--- src/rtl/xbar_pkg.sv ---
`timescale 1ns/1ps
// Shared types for the crossbar: the per-slave arbitration policy code.
package xbar_pkg;
    typedef enum logic [1:0] {
        ARB_FIXED  = 2'd0,
        ARB_PRIO   = 2'd1,
        ARB_RROBIN = 2'd2,
        ARB_PARK   = 2'd3
    } arb_mode_e;
endpackage

--- src/rtl/xbar_addr_dec.sv ---
`timescale 1ns/1ps
// Address decoder: maps one master address onto one of N_SLV equal regions.
// Assumes N_SLV >= 2; the region index is (addr * N_SLV) >> AW.
module xbar_addr_dec #(
    parameter int AW    = 16,
    parameter int N_SLV = 5,
    parameter int SW    = $clog2(N_SLV)
) (
    input  logic [AW-1:0] addr,
    output logic [SW-1:0] tgt
);
    localparam int XW = AW + SW;

    logic [XW-1:0] scaled;

    // Scale the address by the slave count; the top SW bits are the region.
    always_comb begin
        scaled = {{SW{1'b0}}, addr} * XW'(N_SLV);
        tgt    = SW'(scaled >> AW);
    end
endmodule

--- src/rtl/xbar_slave_arb.sv ---
`timescale 1ns/1ps
// Per-slave arbiter: holds the grant owner for one slave and picks the next.
// Assumes each master keeps its request steady until served.
// Config is copied only while the slave port carries no request.
module xbar_slave_arb
    import xbar_pkg::*;
#(
    parameter int N_MST  = 6,
    parameter int PRIO_W = 3,
    parameter int IW     = $clog2(N_MST)
) (
    input  logic                    clk,
    input  logic                    rst_n,
    input  logic [N_MST-1:0]        req,
    input  logic                    slv_ready,
    input  logic [1:0]              cfg_mode,
    input  logic [N_MST*PRIO_W-1:0] cfg_prio,
    input  logic [IW-1:0]           cfg_park,
    output logic [IW-1:0]           owner,
    output logic                    slv_valid
);
    arb_mode_e                 mode_q;
    logic [N_MST*PRIO_W-1:0]   prio_q;
    logic [IW-1:0]             park_q;
    logic [IW-1:0]             owner_q;
    logic [IW-1:0]             last_q;
    logic [IW-1:0]             owner_d;
    logic [IW-1:0]             win;
    logic [N_MST-1:0]          cand;
    logic                      busy;
    logic                      done;
    logic                      any;

    // Slave-side handshake as seen through the current owner.
    always_comb begin
        slv_valid = req[owner_q];
        done      = slv_valid & slv_ready;
        busy      = slv_valid & ~slv_ready;
        cand      = done ? (req & ~(N_MST'(1) << owner_q)) : req;
        any       = |cand;
    end

    // Winner among the candidates under the current policy.
    always_comb begin
        logic             found;
        logic [PRIO_W-1:0] bestp;
        found = 1'b0;
        bestp = '0;
        win   = '0;
        case (mode_q)
            ARB_PRIO: begin
                for (int m = 0; m < N_MST; m++) begin
                    if (cand[m] && (!found || prio_q[m*PRIO_W +: PRIO_W] > bestp)) begin
                        found = 1'b1;
                        bestp = prio_q[m*PRIO_W +: PRIO_W];
                        win   = IW'(m);
                    end
                end
            end
            ARB_RROBIN: begin
                for (int k = 1; k <= N_MST; k++) begin
                    int idx;
                    idx = (int'(last_q) + k) % N_MST;
                    if (!found && cand[idx]) begin
                        found = 1'b1;
                        win   = IW'(idx);
                    end
                end
            end
            default: begin
                for (int m = N_MST - 1; m >= 0; m--) begin
                    if (cand[m]) win = IW'(m);
                end
            end
        endcase
    end

    // Next owner: hold while busy, pick when contended, else park or keep.
    always_comb begin
        if (busy)
            owner_d = owner_q;
        else if (any)
            owner_d = win;
        else if (!done && mode_q == ARB_PARK && int'(park_q) < N_MST)
            owner_d = park_q;
        else
            owner_d = owner_q;
    end

    // Owner and last-pick registers.
    always_ff @(posedge clk) begin
        if (!rst_n) begin
            owner_q <= '0;
            last_q  <= '0;
        end else begin
            owner_q <= owner_d;
            if (!busy && any) last_q <= win;
        end
    end

    // Config shadow, loaded only while the slave is idle.
    always_ff @(posedge clk) begin
        if (!rst_n) begin
            mode_q <= ARB_FIXED;
            prio_q <= '0;
            park_q <= '0;
        end else if (!slv_valid) begin
            mode_q <= arb_mode_e'(cfg_mode);
            prio_q <= cfg_prio;
            park_q <= cfg_park;
        end
    end

    assign owner = owner_q;

    p_grant_held_r3: assert property (@(posedge clk) disable iff (!rst_n)
        busy |=> $stable(owner_q));
    p_owner_range_r3: assert property (@(posedge clk) disable iff (!rst_n)
        int'(owner_q) < N_MST);
    p_fixed_top_r4: assert property (@(posedge clk) disable iff (!rst_n)
        (!busy && mode_q == ARB_FIXED && cand[0]) |=> owner_q == '0);
    p_rr_moves_on_r6: assert property (@(posedge clk) disable iff (!rst_n)
        (!busy && mode_q == ARB_RROBIN && $countones(cand) > 1) |=> owner_q != $past(last_q));
    p_park_idle_r7: assert property (@(posedge clk) disable iff (!rst_n)
        (mode_q == ARB_PARK && req == '0 && int'(park_q) < N_MST) |=> owner_q == $past(park_q));
    p_cfg_frozen_r9: assert property (@(posedge clk) disable iff (!rst_n)
        slv_valid |=> (mode_q == $past(mode_q) && park_q == $past(park_q)));
endmodule

--- src/rtl/xbar_switch.sv ---
`timescale 1ns/1ps
// Crossbar switch: N_MST masters to N_SLV slaves, one arbiter per slave.
// Assumes single-beat transfers held by the master until ready.
// Read data is valid alongside ready.
module xbar_switch #(
    parameter int N_MST  = 6,
    parameter int N_SLV  = 5,
    parameter int AW     = 16,
    parameter int DW     = 32,
    parameter int PRIO_W = 3
) (
    input  logic                          clk,
    input  logic                          rst_n,
    input  logic [N_MST-1:0]              mst_valid,
    input  logic [N_MST*AW-1:0]           mst_addr,
    input  logic [N_MST-1:0]              mst_write,
    input  logic [N_MST*DW-1:0]           mst_wdata,
    output logic [N_MST*DW-1:0]           mst_rdata,
    output logic [N_MST-1:0]              mst_ready,
    output logic [N_SLV-1:0]              slv_valid,
    output logic [N_SLV*AW-1:0]           slv_addr,
    output logic [N_SLV-1:0]              slv_write,
    output logic [N_SLV*DW-1:0]           slv_wdata,
    input  logic [N_SLV*DW-1:0]           slv_rdata,
    input  logic [N_SLV-1:0]              slv_ready,
    input  logic [N_SLV*2-1:0]            arb_mode,
    input  logic [N_SLV*N_MST*PRIO_W-1:0] arb_prio,
    input  logic [N_SLV*$clog2(N_MST)-1:0] arb_park
);
    localparam int IW = $clog2(N_MST);
    localparam int SW = $clog2(N_SLV);

    logic [SW-1:0]    tgt     [N_MST];
    logic [IW-1:0]    own     [N_SLV];
    logic [N_MST-1:0] req_mat [N_SLV];

    genvar gm, gs;

    // One address decoder per master.
    generate
        for (gm = 0; gm < N_MST; gm++) begin : g_dec
            xbar_addr_dec #(.AW(AW), .N_SLV(N_SLV), .SW(SW)) dec_i (
                .addr (mst_addr[gm*AW +: AW]),
                .tgt  (tgt[gm])
            );

            p_tgt_range_r1: assert property (@(posedge clk) disable iff (!rst_n)
                mst_valid[gm] |-> int'(tgt[gm]) < N_SLV);
            p_ready_needs_valid_r10: assert property (@(posedge clk) disable iff (!rst_n)
                mst_ready[gm] |-> mst_valid[gm]);
        end
    endgenerate

    // Request matrix: master m asks slave s when valid and decoded there.
    always_comb begin
        for (int s = 0; s < N_SLV; s++)
            for (int m = 0; m < N_MST; m++)
                req_mat[s][m] = mst_valid[m] && (tgt[m] == SW'(s));
    end

    // One arbiter per slave.
    generate
        for (gs = 0; gs < N_SLV; gs++) begin : g_arb
            xbar_slave_arb #(.N_MST(N_MST), .PRIO_W(PRIO_W), .IW(IW)) arb_i (
                .clk       (clk),
                .rst_n     (rst_n),
                .req       (req_mat[gs]),
                .slv_ready (slv_ready[gs]),
                .cfg_mode  (arb_mode[gs*2 +: 2]),
                .cfg_prio  (arb_prio[gs*N_MST*PRIO_W +: N_MST*PRIO_W]),
                .cfg_park  (arb_park[gs*IW +: IW]),
                .owner     (own[gs]),
                .slv_valid (slv_valid[gs])
            );

            p_slave_from_owner_r2: assert property (@(posedge clk) disable iff (!rst_n)
                slv_valid[gs] |-> (mst_valid[own[gs]] && tgt[own[gs]] == SW'(gs)));
        end
    endgenerate

    // Slave-side mux: forward the owner's request fields.
    always_comb begin
        for (int s = 0; s < N_SLV; s++) begin
            slv_addr[s*AW +: AW]  = mst_addr[int'(own[s])*AW +: AW];
            slv_write[s]          = mst_write[own[s]];
            slv_wdata[s*DW +: DW] = mst_wdata[int'(own[s])*DW +: DW];
        end
    end

    // Master-side return: ready and read data from the decoded slave.
    always_comb begin
        for (int m = 0; m < N_MST; m++) begin
            mst_ready[m] = mst_valid[m] && slv_valid[tgt[m]] && slv_ready[tgt[m]]
                           && (own[tgt[m]] == IW'(m));
            mst_rdata[m*DW +: DW] = slv_rdata[int'(tgt[m])*DW +: DW];
        end
    end
endmodule

--- config.mk ---
export PLATFORM = sky130hd
export DESIGN_NAME = xbar_switch
export DESIGN_NICKNAME = d
export VERILOG_FILES = /design/src/rtl/xbar_pkg.sv /design/src/rtl/xbar_addr_dec.sv /design/src/rtl/xbar_slave_arb.sv /design/src/rtl/xbar_switch.sv
export SDC_FILE = /design/constraint.sdc
export NUM_CORES = 2
export LEC_CHECK = 0
export ABC_AREA = 1
export BUFFER_PORTS_ARGS = -buffer_cell sky130_fd_sc_hd__buf_2
export CAP_MARGIN = 0
export CORE_AREA = 5 5 393 395
export CTS_CLUSTER_SIZE = 16
export DETAILED_ROUTE_END_ITERATION = 7
export DIE_AREA = 0 0 398 400
export PLACE_DENSITY = 0.46
export SLEW_MARGIN = 20
export SYNTH_ARGS = -nofsm -noshare
export SYNTH_HDL_FRONTEND = slang
export SYNTH_SLANG_ARGS = --single-unit
--- constraint.sdc ---
create_clock -name clk -period 10.47 [get_ports clk]
set_input_delay 3.141 -clock clk [delete_from_list [all_inputs] [get_ports clk]]
set_output_delay 3.141 -clock clk [all_outputs]
set_load 0.02 [all_outputs]
==> metrics.md <==
| Metric | Value |
|---|---|
| Status | complete, no violations |
| Area of the multi-input gates | 31700 sq um |
| Syn Nets | 6985 |
| Pre-Repair DR Iteration Count | 7 |
| Total wire length | roughly 270000 um |
| Worst hold-check path type | reg -> reg |
| CP Max Fanout | 5 |
| # IOs | 1030 |
| Routed length per instance | 28.4 um |
| Max Buffers Root-to-Sink | 2 |
| Vias/cell | around 5.7 |
| Slowest CP cell | ha_4 |
| Hold wc startpoint | g_arb[4].arb_i.prio_q[0] |
| Count of state elements after synthesis | roughly 150 |
| Core ar. | 151000 sq um |
| Htree depth | 4 |
| EDFF count, synth | 0 |
| First-pass GRT wire length | 367000 um |
| Clock Pin Slew Worst Setup and Hold Paths | 0.06 ns |
| Row count | 143 |
| Crit share post-route | a little under 100% |
| R2R Path Start | g_arb[1].arb_i.owner[0] |
| Yosys warns | 0 |
| Met2 Resource Use GR | 49.1% |
| Fmax | around 97 MHz |
| Share of layout cells above drive strength 1 | between 30 and 40% |
| Slew HR | around a fifth |
| Hold depth | 2 |
| Detailed Place HPWL | 199000 um |
| Most used cell, CP | buf_4 |
| Clock latency on the worst-skew pair | approximately 0.45 ns |
| Peak VDD IR | 219 uV |
| GR Util met3 | a little over a tenth |
| Setup crit end kind | flip-flop |
| Final Instance Area | around 51000 sq um |
| Avg Inst Size Synth | 5.57 sq um |
| CTS tree | yes |
| Max Cap Viol | 0 |
| Number of global-route vias before repair | 49694 |
| Sum Neg Setup Slack | 0 ns |
| RSZ-0062 raised after global routing | true |
| Reg area | 2900 sq um |
| Worst r2r dst | g_arb[1].arb_i.owner[2] |
| Main synth FF type | dfxtp_1 |
| Slew @ Worst Pin | 1.20 ns |
| Fin Clk Skew | approximately 0.0098 ns |
| Clock buffer count from CTS | 17 |
| Final Setup Violations | 0 |
| Unique masters post-synth | 58 |
| RePlAce Congestion | 0.991 |
| DR vias | 54318 |
| Worst setup SP type | input pin |
| Depth of the most critical reg-to-reg path | 56 |
| Slew Limit Fails | 0 |
| Grt peak-use layer | met2 |
| Initial Utilization | 22.5% |
| Placement Cell Area | 43900 sq um |
| Width of the chip | 398 um |
| Crit path kind | in -> reg |
| Routed Antenna Nets | 0 |
| Fillers | 16817 |
| Syn Inst Count | 6094 |
| Chip Height | 400 um |
| GRT overflow | 0 |
| Port bufs | 1029 |
| Crit path required time | 10.75 ns |
| WP data arrival | 10.62 ns |
| Largest net degree at the start of global routing | 73 |
| Area grow syn2layout | 49.0% |
| Cell area after synthesis | 34000 sq um |
| Power density cells | 283 nW/um^2 |
| Async set-or-reset flop fraction in the synthesized netlist | 0% |
| Sequential fraction of the synthesis area | 8.55% |
| Leak | 0.0249 uW |
| Reg2reg setup slack | 2.92 ns |
| Hold bufs inserted after CTS | 0 |
| Final core occ | 33.6% |
| DR DRC count | 0 |
| GRT Total Usage | 31.2% |
| First DRT Iteration DRCs | 7150 |
| Clk sink count | ~150 |
| Final worst path period need | 10.33 ns |
| Met1 Use GR | 39.5% |
| CP max stage delay | 0.30 ns |
| Root buf cell | clkbuf_16 |
| Fin. Hold Viols | 0 |
| Die area | 159000 sq um |
| Antenna violations before repair | 112 |
| Nets | 8280 |
| Min-Delay Endpoint | g_arb[4].arb_i.prio_q[0] |
| Total power | 14300 uW |
cells in the mapped netlist, types with 3 or more instances:
| cell | instances | area, sq um |
|---|---|---|
| clkbuf_1 | 297 | 1110 |
| nand3_1 | 288 | 1440 |
| o211ai_1 | 19 | 143 |
| o22ai_1 | 39 | 244 |
| o21ai_1 | 35 | 175 |
| o221ai_1 | 476 | 4170 |
| a21oi_1 | 208 | 1040 |
| buf_2 | 3 | 15.0 |
| o21a_1 | 11 | 82.6 |
| nor2_1 | 288 | 1080 |
| nor3b_1 | 6 | 45.0 |
| nor2_4 | 10 | 113 |
| nand3_2 | 5 | 50.1 |
| a211oi_1 | 6 | 45.0 |
| a32oi_1 | 3 | 26.3 |
| a22oi_1 | 231 | 1730 |
| or2_2 | 4 | 25.0 |
| inv_2 | 20 | 75.1 |
| xor2_1 | 18 | 158 |
| a21oi_2 | 4 | 35.0 |
| dfxtp_1 | 145 | 2900 |
| nand2_4 | 4 | 45.0 |
| a31oi_1 | 13 | 81.3 |
| clkinv_1 | 11 | 41.3 |
| a41oi_1 | 3 | 26.3 |
| buf_1 | 43 | 161 |
| o21ai_0 | 428 | 2140 |
| ha_1 | 309 | 3870 |
| nor3_1 | 21 | 105 |
| o21bai_1 | 3 | 22.5 |
| nand2_2 | 22 | 138 |
| buf_4 | 5 | 37.5 |
| nand4_1 | 259 | 1620 |
| nand2_1 | 2172 | 8150 |
| o31ai_1 | 7 | 52.6 |
| inv_1 | 631 | 2370 |
| nor2_2 | 12 | 75.1 |
| nand3b_1 | 5 | 37.5 |
| a21o_1 | 6 | 45.0 |
power breakdown:
group | internal, uW | switching, uW | total, uW
clock network | 359 | 276 | 635
logic | 4040 | 8610 | 12600
registers | 774 | 283 | 1060
cell families after synthesis:
| kind of cell | count (synthesis) | share of synthesized area [%] |
|---|---|---|
| AND/OR/NAND/NOR | 3106 | 38.3 |
| AO/OA/AOI/OAI | 1503 | 30.0 |
| flip-flops | 145 | 8.55 |
| adder cells (fa/ha/maj) | 309 | 11.4 |
| XOR/XNOR | 19 | 0.490 |
| buffers and inverters | 1012 | 11.3 |
state kept, by name, indices dropped and copies added (netlist names):
register and flops:
g_arb.arb_i.park_q 15, g_arb.arb_i.prio_q 90, g_arb.arb_i.owner 15, g_arb.arb_i.last_q 15, g_arb.arb_i.mode_q 10
final cells by class:
type	count	area share, %
antenna	60	0.297
clock buffer	18	0.848
clock inverter	14	0.324
inverter	663	4.96
multi-input combinational	4937	62.5
sequential	145	5.73
tap	2030	5.02
timing repair buffer	1625	20.3
what timing repair did:
item                       in CTS  in global routing
setup endpoints to repair      30                 30
hold endpoints to repair        0                  0
buffers inserted              106                 81
resized for setup             337                655
pin swaps                     147                366
how the worst max path moves through the flow:
stage                          endpoint  cells after the start    startpoint
2_1_floorplan  g_arb[2].arb_i.last_q[2]                     60  mst_addr[38]
3_3_place_gp    g_arb[1].arb_i.owner[0]                     63  mst_addr[61]
3_5_place_dp    g_arb[1].arb_i.owner[0]                     63  mst_addr[14]
4_1_cts         g_arb[1].arb_i.owner[0]                     66  mst_addr[83]
5_1_grt         g_arb[4].arb_i.owner[2]                     65  mst_addr[58]
6_report        g_arb[4].arb_i.owner[1]                     66  mst_addr[58]
cells in the final DEF (no fill, tap or decap), types with 7 or more instances in the layout:
master	instances
clkbuf_16	17
buf_4	542
nor2_2	19
diode_2	60
a21oi_2	44
nand2_4	59
nor3_2	7
o21a_1	11
inv_6	7
nand3_2	52
ha_1	141
a21oi_1	157
dfxtp_1	145
o221ai_1	476
o21ai_2	45
nor3_1	12
buf_6	80
clkinv_1	9
o22ai_1	39
nand4_1	259
buf_12	16
ha_4	166
nor2_1	238
a31oi_1	12
nand3_1	223
nor2_4	53
o31ai_1	7
inv_4	8
buf_2	981
xor2_1	18
o21ai_0	353
nand2_1	1928
o211ai_1	19
nand2_2	209
inv_2	43
inv_1	602
nand3_4	18
a22oi_1	231
o21ai_1	62
a21oi_4	13
worst max-delay path, delay by kind of cell:
kind	cells	cell delay (ns)
buffers and inverters	36	4.32
and+or+nand+nor	26	2.47
AOI/OAI and AO/OA	2	0.15
adders and majority gates	2	0.54
layer usage:
metal	vias up	part of all wire, %
met5	-	0.12
met4	52	5.1
met3	905	12
met2	3783	43
met1	25618	39
li1	23960	-
through the flow:
stage	hold slack, ns	cells	worst slack [ns]
floorplan	0.430	6094	0.0537
global placement	0.456	9222	-1.56
detailed placement	0.453	9222	-1.53
CTS	0.464	9360	-0.0104
global route	0.486	9473	-0.318
finish	0.476	9492	0.138
(Power assumes the default switching activity.)
